===== src/rtl/arith_pkg.sv =====
package arith_pkg;
  localparam int unsigned DATA_W = 32;
  localparam int unsigned ADDR_W = 4;
  localparam int unsigned SEL_W  = 2;
  localparam int unsigned NUM_OPS = 3;
  localparam logic [1:0] RESP_OKAY = 2'b00;

  typedef enum logic [SEL_W-1:0] {
    SEL_A = 2'd0,
    SEL_B = 2'd1,
    SEL_C = 2'd2,
    SEL_D = 2'd3
  } reg_sel_e;
endpackage


===== src/rtl/lite_wr_chan.sv =====
module lite_wr_chan
  import arith_pkg::*;
#(
  parameter int unsigned AW = ADDR_W,
  parameter int unsigned DW = DATA_W
) (
  input  logic            clk,
  input  logic            rst_n,
  input  logic [AW-1:0]   awaddr,
  input  logic            awvalid,
  output logic            awready,
  input  logic [DW-1:0]   wdata,
  input  logic [DW/8-1:0] wstrb,
  input  logic            wvalid,
  output logic            wready,
  output logic [1:0]      bresp,
  output logic            bvalid,
  input  logic            bready,
  output logic            wr_en,
  output logic [SEL_W-1:0] wr_sel,
  output logic [DW-1:0]   wr_data,
  output logic [DW/8-1:0] wr_strb
);
  localparam int unsigned LSB = $clog2(DW/8);

  logic            aw_got, w_got, bv_q;
  logic [AW-1:0]   aw_q;
  logic [DW-1:0]   data_q;
  logic [DW/8-1:0] strb_q;
  logic            aw_fire, w_fire;
  logic [AW-1:0]   addr_use;

  assign awready = !aw_got && !bv_q;
  assign wready  = !w_got && !bv_q;
  assign aw_fire = awvalid && awready;
  assign w_fire  = wvalid && wready;
  assign wr_en   = (aw_got || aw_fire) && (w_got || w_fire);
  assign addr_use = aw_got ? aw_q : awaddr;
  assign wr_sel  = addr_use[LSB +: SEL_W];
  assign wr_data = w_got ? data_q : wdata;
  assign wr_strb = w_got ? strb_q : wstrb;
  assign bvalid  = bv_q;
  assign bresp   = RESP_OKAY;

  always_ff @(posedge clk) begin
    if (!rst_n) begin
      aw_got <= 1'b0;
      w_got  <= 1'b0;
      bv_q   <= 1'b0;
      aw_q   <= '0;
      data_q <= '0;
      strb_q <= '0;
    end else begin
      if (aw_fire && !wr_en) begin
        aw_got <= 1'b1;
        aw_q   <= awaddr;
      end
      if (w_fire && !wr_en) begin
        w_got  <= 1'b1;
        data_q <= wdata;
        strb_q <= wstrb;
      end
      if (wr_en) begin
        aw_got <= 1'b0;
        w_got  <= 1'b0;
        bv_q   <= 1'b1;
      end else if (bv_q && bready) begin
        bv_q <= 1'b0;
      end
    end
  end

  // a pending response is held and blocks a new commit
  assert_bresp_held_R5: assert property (@(posedge clk) disable iff (!rst_n)
    (bvalid && !bready) |=> (bvalid && !wr_en));
  // a commit always raises the response
  assert_commit_resp_R4: assert property (@(posedge clk) disable iff (!rst_n)
    wr_en |=> bvalid);
endmodule


===== src/rtl/lite_rd_chan.sv =====
module lite_rd_chan
  import arith_pkg::*;
#(
  parameter int unsigned AW = ADDR_W,
  parameter int unsigned DW = DATA_W
) (
  input  logic             clk,
  input  logic             rst_n,
  input  logic [AW-1:0]    araddr,
  input  logic             arvalid,
  output logic             arready,
  output logic [DW-1:0]    rdata,
  output logic [1:0]       rresp,
  output logic             rvalid,
  input  logic             rready,
  output logic [SEL_W-1:0] rd_sel,
  input  logic [DW-1:0]    rd_word
);
  localparam int unsigned LSB = $clog2(DW/8);

  logic          rv_q;
  logic [DW-1:0] rdata_q;

  assign arready = !rv_q;
  assign rd_sel  = araddr[LSB +: SEL_W];
  assign rvalid  = rv_q;
  assign rdata   = rdata_q;
  assign rresp   = RESP_OKAY;

  always_ff @(posedge clk) begin
    if (!rst_n) begin
      rv_q    <= 1'b0;
      rdata_q <= '0;
    end else if (arvalid && arready) begin
      rv_q    <= 1'b1;
      rdata_q <= rd_word;
    end else if (rv_q && rready) begin
      rv_q <= 1'b0;
    end
  end

  // response data frozen under back-pressure
  assert_rdata_hold_R8: assert property (@(posedge clk) disable iff (!rst_n)
    (rvalid && !rready) |=> (rvalid && $stable(rdata)));
  assert_ar_accept_R8: assert property (@(posedge clk) disable iff (!rst_n)
    (arvalid && arready) |=> rvalid);
endmodule


===== src/rtl/oper_regs.sv =====
module oper_regs
  import arith_pkg::*;
#(
  parameter int unsigned DW = DATA_W,
  parameter int unsigned NOPS = NUM_OPS
) (
  input  logic             clk,
  input  logic             rst_n,
  input  logic             wr_en,
  input  logic [SEL_W-1:0] wr_sel,
  input  logic [DW-1:0]    wr_data,
  input  logic [DW/8-1:0]  wr_strb,
  output logic [DW-1:0]    op_a,
  output logic [DW-1:0]    op_b,
  output logic [DW-1:0]    op_c
);
  localparam int unsigned NB = DW / 8;

  logic [DW-1:0] regs [NOPS];

  for (genvar r = 0; r < NOPS; r++) begin : g_reg
    always_ff @(posedge clk) begin
      if (!rst_n) begin
        regs[r] <= '0;
      end else if (wr_en && (wr_sel == SEL_W'(r))) begin
        for (int j = 0; j < NB; j++) begin
          if (wr_strb[j]) regs[r][8*j +: 8] <= wr_data[8*j +: 8];
        end
      end
    end
  end

  assign op_a = regs[0];
  assign op_b = regs[1];
  assign op_c = regs[2];

  // the result slot is not storage
  assert_result_slot_ro_R7: assert property (@(posedge clk) disable iff (!rst_n)
    (wr_en && wr_sel == SEL_D) |=> ($stable(op_a) && $stable(op_b) && $stable(op_c)));
  // an all-zero strobe changes nothing
  assert_zero_strobe_R6: assert property (@(posedge clk) disable iff (!rst_n)
    (wr_en && wr_strb == '0) |=> ($stable(op_a) && $stable(op_b) && $stable(op_c)));
endmodule


===== src/rtl/arith_pipe.sv =====
module arith_pipe
  import arith_pkg::*;
#(
  parameter int unsigned DW = DATA_W,
  parameter int          ADD_C = 3
) (
  input  logic          clk,
  input  logic          rst_n,
  input  logic [DW-1:0] op_a,
  input  logic [DW-1:0] op_b,
  input  logic [DW-1:0] op_c,
  output logic [DW-1:0] res_d
);
  localparam logic signed [DW-1:0] KADD = DW'(ADD_C);

  logic signed [DW-1:0] c_sq_q, sum_q, d_q;

  always_ff @(posedge clk) begin
    if (!rst_n) begin
      c_sq_q <= '0;
      sum_q  <= '0;
      d_q    <= '0;
    end else begin
      c_sq_q <= $signed(op_c) * $signed(op_c);
      sum_q  <= $signed(op_a) + $signed(op_b);
      d_q    <= KADD + c_sq_q * sum_q;
    end
  end

  assign res_d = d_q;
endmodule


===== src/rtl/arith_mmio.sv =====
module arith_mmio
  import arith_pkg::*;
#(
  parameter int unsigned AW = ADDR_W,
  parameter int unsigned DW = DATA_W,
  parameter int          ADD_C = 3
) (
  input  logic            clk,
  input  logic            rst_n,
  input  logic [AW-1:0]   awaddr,
  input  logic            awvalid,
  output logic            awready,
  input  logic [DW-1:0]   wdata,
  input  logic [DW/8-1:0] wstrb,
  input  logic            wvalid,
  output logic            wready,
  output logic [1:0]      bresp,
  output logic            bvalid,
  input  logic            bready,
  input  logic [AW-1:0]   araddr,
  input  logic            arvalid,
  output logic            arready,
  output logic [DW-1:0]   rdata,
  output logic [1:0]      rresp,
  output logic            rvalid,
  input  logic            rready
);
  localparam logic [DW-1:0] KCHK = DW'(ADD_C);

  logic             wr_en;
  logic [SEL_W-1:0] wr_sel, rd_sel;
  logic [DW-1:0]    wr_data, op_a, op_b, op_c, res_d, rd_word;
  logic [DW/8-1:0]  wr_strb;

  lite_wr_chan #(.AW(AW), .DW(DW)) u_wr (
    .clk, .rst_n, .awaddr, .awvalid, .awready, .wdata, .wstrb, .wvalid,
    .wready, .bresp, .bvalid, .bready, .wr_en, .wr_sel, .wr_data, .wr_strb
  );

  oper_regs #(.DW(DW), .NOPS(NUM_OPS)) u_regs (
    .clk, .rst_n, .wr_en, .wr_sel, .wr_data, .wr_strb, .op_a, .op_b, .op_c
  );

  arith_pipe #(.DW(DW), .ADD_C(ADD_C)) u_pipe (
    .clk, .rst_n, .op_a, .op_b, .op_c, .res_d
  );

  always_comb begin
    unique case (reg_sel_e'(rd_sel))
      SEL_A:   rd_word = op_a;
      SEL_B:   rd_word = op_b;
      SEL_C:   rd_word = op_c;
      default: rd_word = res_d;
    endcase
  end

  lite_rd_chan #(.AW(AW), .DW(DW)) u_rd (
    .clk, .rst_n, .araddr, .arvalid, .arready, .rdata, .rresp, .rvalid,
    .rready, .rd_sel, .rd_word
  );

  // edges since the last commit, saturating at the pipeline depth
  logic [1:0] quiet;
  always_ff @(posedge clk) begin
    if (!rst_n || wr_en) quiet <= '0;
    else if (quiet != 2'd2) quiet <= quiet + 2'd1;
  end

  // two quiet edges after any commit the result matches the operands
  assert_result_settled_R2: assert property (@(posedge clk) disable iff (!rst_n)
    (quiet == 2'd2) |-> (res_d == KCHK + op_c * op_c * (op_a + op_b)));
endmodule


===== config.mk =====
export PLATFORM = sky130hd
export DESIGN_NAME = arith_mmio
export DESIGN_NICKNAME = d
export VERILOG_FILES = /design/src/rtl/arith_pkg.sv /design/src/rtl/lite_wr_chan.sv /design/src/rtl/lite_rd_chan.sv /design/src/rtl/oper_regs.sv /design/src/rtl/arith_pipe.sv /design/src/rtl/arith_mmio.sv
export SDC_FILE = /design/constraint.sdc
export NUM_CORES = 2
export LEC_CHECK = 0
export BUFFER_PORTS_ARGS = -buffer_cell sky130_fd_sc_hd__buf_4
export CORE_MARGIN = 1.5
export CORE_UTILIZATION = 40
export DETAILED_ROUTE_END_ITERATION = 8
export PLACE_DENSITY = 0.59
export SLEW_MARGIN = 10
export SYNTH_ARGS = -nofsm -noshare
export SYNTH_HDL_FRONTEND = slang
export SYNTH_HIERARCHICAL = 1
export SYNTH_SLANG_ARGS = --single-unit

===== constraint.sdc =====
create_clock -name clk -period 10.05 [get_ports clk]
set_input_delay 1.005 -clock clk [delete_from_list [all_inputs] [get_ports clk]]
set_output_delay 1.005 -clock clk [all_outputs]
set_load 0.05 [all_outputs]

==> flow_metrics.env <==
export IMPL_post_cts_buffers=0
export IMPL_drc_errors=0
export IMPL_path_cells="nand2_1 -> fa_1 -> inv_1 -> fa_1 -> fa_1 -> inv_1 -> fa_1 -> inv_1 -> fa_1 -> inv_1 -> fa_1 -> inv_1 -> fa_1 -> fa_1 -> ha_1 -> nand2_1 -> nor3_1 -> and2_1 -> o21ai_0 -> o21ai_1 -> o211ai_1 -> a31oi_1 -> or3_1 -> a21oi_1"
export IMPL_wl_per_cell_um=18.7
export IMPL_p_sw_mw=7.59
export IMPL_cp_required_ns=10.51
export IMPL_clock_root_buffer="clkbuf_16"
export IMPL_whs_ns=0.451
export IMPL_die_width_um=325
export IMPL_fin_crit_ns=7.95
export IMPL_finalHoldViolations=0
export IMPL_core_area_um2=103000
export IMPL_crit_family="adder cells"
export IMPL_nets=5419
export IMPL_slowest_delay_ns=1.12
export IMPL_antenna_found_initial=7
export IMPL_fin_tns_setup_ns=0
export IMPL_ctsLongestPathBuffers=3
export IMPL_drv_cap=0
export IMPL_switching_share=0.527
export IMPL_worst_slack_ns=2.10
export IMPL_async_reset_ff_frac=0
export IMPL_dieArea_um2=106000
export IMPL_ys_ff_latch=265
export IMPL_vias_per_cell=4.90
export IMPL_gp_congestion=0.864
export IMPL_slowest_stage="edfxtp_1"
export IMPL_pre_cts_slack_ns=2.08
export IMPL_drtPass1Iterations=6
export IMPL_power_density_nw_per_um2=324
export IMPL_ctsHoldBuffers=0
export IMPL_slew_viol_final=0
export IMPL_wl_um=106000
export IMPL_dpl_hpwl_um=84400
export IMPL_vias=27828
export IMPL_grt_max_degree=89
export IMPL_path_max_fanout=23
export IMPL_synth_edf_count=96
export IMPL_relSlewSlack=0.160
export IMPL_internal_power_mw=6.82
export IMPL_fin_util=0.431
export IMPL_hold_depth=2
export IMPL_rows=118
export IMPL_grt_pass1_vias=30240
export IMPL_dpl_cell_area_um2=43400
export IMPL_critPathCaptureType="register"
export IMPL_die_h_um=325
export IMPL_synth_top_cell_by_area="fa_1"
export IMPL_leakage_nw=21.5
export IMPL_drive_gt1_frac=0.0680
export IMPL_cts_htree_levels=1
export IMPL_clock_sinks=265
export IMPL_cpMostUsedCell="fa_1"
export IMPL_synth_area_leaders="fa_1 (37%), ha_1 (10%), and2_1 (8.2%), dfxtp_1 (8.1%), inv_1 (7.9%)"
export IMPL_rr_endpoint="u_pipe/c_sq_q[31]$_SDFF_PN0_"
export IMPL_r2r_slack_ns=2.10
export IMPL_setup_violations=0
export IMPL_ys_seq_area_frac=0.151
export IMPL_crit_path_start_kind="register"
export IMPL_cts_resized=0
export IMPL_clk_pin_slew_ns=0.07
export IMPL_synth_top_cell_area_share=0.368
export IMPL_fillerInstances=10137
export IMPL_clock_skew_ns=0.0155
export IMPL_hold_path_end="u_wr/data_q[2]$_SDFFE_PN0P_"
export IMPL_timing_final_crit_share=0.791
export IMPL_crit_arrival_ns=8.42
export IMPL_ff2ff_path_depth=24
export IMPL_ant_nets=0
export IMPL_drtIter0Drc=1580
export IMPL_initial_utilization=0.403
export IMPL_syn_inst=4269
export IMPL_share_comb_of_total_power=0.811
export IMPL_vdd_drop_max_v=0.000650
export IMPL_worst_pin_slew_ns=1.26
export IMPL_fin_area_um2=44500
export IMPL_r2r_start="u_regs/regs[2][7]$_SDFFCE_PN0P_"
export IMPL_clk_latency_ns=0.59
export IMPL_hold_start="u_wr/data_q[2]$_SDFFE_PN0P_"
export IMPL_io_pins=92
export IMPL_portBuffers=83
export IMPL_synthToLayoutAreaGrowth_pct=6.97
export IMPL_synthDistinctLibCells=80
export IMPL_clkPwrFrac=0.078
export IMPL_grt_overflow=0
export IMPL_clock_fmax_mhz=126
export IMPL_path_class="reg -> reg"
export IMPL_yosysWarnings=6
export IMPL_cts_tree="built"
export IMPL_critPathBufInv=5
export IMPL_syn_cell_area_um2=41600
export IMPL_pwr_share_seq=0.110
export IMPL_grt_usage=0.208
export IMPL_status="finished, final reports clean"
export IMPL_grt_first_pass_wirelength_um=172000
export IMPL_hp_class="reg -> reg"
export IMPL_avgSynthCellArea_um2=9.73
export IMPL_rsz0062_at_grt="false"
export IMPL_ys_flop_type="dfxtp_1"
export IMPL_cts_buffers=29
-- per-layer routing --
| layer | track usage | share of wire | vias up |
|---|---|---|---|
| met1 | 0.285 | 0.45 | 14257 |
| li1 | - | - | 12891 |
| met2 | 0.363 | 0.49 | 587 |
| met4 | 0.0410 | 0.017 | 2 |
| met5 | 0 | 0.00012 | - |
| met3 | 0.0157 | 0.043 | 91 |
-- cells in the mapped netlist (32+ instances only) --
cell and n:
nor2_1 210, xor2_1 47, a21oi_1 69, nand2_1 423
ha_1 332, xnor2_1 110, a21o_1 32, dfxtp_1 169
clkbuf_1 128, mux2i_1 74, edfxtp_1 96, fa_1 764
and2_1 545, mux2_2 40, o21ai_0 53, inv_1 879
-- worst max-delay path by stage --
stage,from,endpoint,slack [ns],depth (start not counted)
global placement,u_regs/regs[2][7]$_SDFFCE_PN0P_,u_pipe/c_sq_q[30]$_SDFF_PN0_,2.13,24
floorplan,u_pipe/c_sq_q[12]$_SDFF_PN0_,u_pipe/res_d[30]$_SDFF_PN0_,3.16,26
detailed placement,u_regs/regs[2][7]$_SDFFCE_PN0P_,u_pipe/c_sq_q[30]$_SDFF_PN0_,2.08,24
global route,u_regs/regs[2][7]$_SDFFCE_PN0P_,u_pipe/c_sq_q[27]$_SDFF_PN0_,1.66,24
CTS,u_regs/regs[2][7]$_SDFFCE_PN0P_,u_pipe/c_sq_q[30]$_SDFF_PN0_,2.08,24
finish,u_regs/regs[2][7]$_SDFFCE_PN0P_,u_pipe/c_sq_q[31]$_SDFF_PN0_,2.10,24
-- sequential cells by signal, indices dropped and copies added, names as in the netlist --
signal and cells:
u_wr/aw_q 2, u_regs/regs 96, u_wr/strb_q 4, u_pipe/res_d 32, u_wr/data_q 32, u_wr/aw_got 1, u_rd/rdata 32, u_pipe/c_sq_q 31
u_wr/bvalid 1, u_pipe/sum_q 32, u_rd/rvalid 1, u_wr/w_got 1
-- final cells by class --
cell class | instances | area [µm²] | area share
antenna | 1 | 2.50 | 0.0000563
clock buffer | 33 | 805 | 0.0181
clock inverter | 21 | 200 | 0.00450
inverter | 880 | 3300 | 0.0743
multi-input combinational | 2962 | 31100 | 0.701
sequential | 265 | 6270 | 0.141
tap | 1380 | 1730 | 0.0388
timing repair buffer | 134 | 1010 | 0.0227
-- kinds of logic (layout without fill, tap and decap cells) --
logic type | after synthesis | after routing | synth area share
flip-flops | 265 | 265 | 0.151
adder cells (fa/ha/maj) | 1096 | 1096 | 0.468
buffers and inverters | 1059 | 1068 | 0.102
multiplexers | 146 | 146 | 0.0462
AO/OA/AOI/OAI | 248 | 248 | 0.0389
XOR/XNOR | 157 | 157 | 0.0331
other | 4 | 22 | 0.000361
AND/OR/NAND/NOR | 1294 | 1294 | 0.161
-- cell usage in the layout, fill, tap and decap left out, types with 8 or more instances in the layout --
cell type	instances
nand3_1	9
mux4_2	30
a21o_1	32
nand2_1	423
nand2b_1	18
nor2_1	209
dfxtp_1	169
and2_1	545
a211oi_1	13
a21oi_1	69
ha_1	332
xnor2_1	110
xor2_1	47
conb_1	21
edfxtp_1	96
buf_4	133
clkbuf_16	32
nand4b_4	8
mux2i_1	74
mux2_2	40
nor3_1	19
a31oi_1	13
o21a_1	16
fa_1	764
and3_1	11
inv_1	879
nor2b_1	9
or3_1	8
o21ai_0	52
-- tightest hold or removal path, stage by stage, from the launching register on --
cell	delay [ns]
dfxtp_1	0.30
nand2_1	0.05
mux2i_1	0.05
-- power by group through the flow --
stage                     clock (mW)  sequential (mW)  combinational [mW]
after floorplan                    0             1.45                8.47
after global placement             0             1.60                11.6
after detailed placement           0             1.60                11.6
after CTS                       1.15             1.58                11.8
after global routing            1.19             1.60                13.2
final                           1.13             1.59                11.7
-- through the flow --
step | total power [mW] | instances
3_3_place_gp | 13.2 | 5621
4_1_cts | 14.5 | 5675
3_5_place_dp | 13.2 | 5621
5_1_grt | 16.0 | 5675
2_1_floorplan | 9.92 | 4286
6_report | 14.4 | 5676
Note: power is estimated with default switching activity, not from simulation.
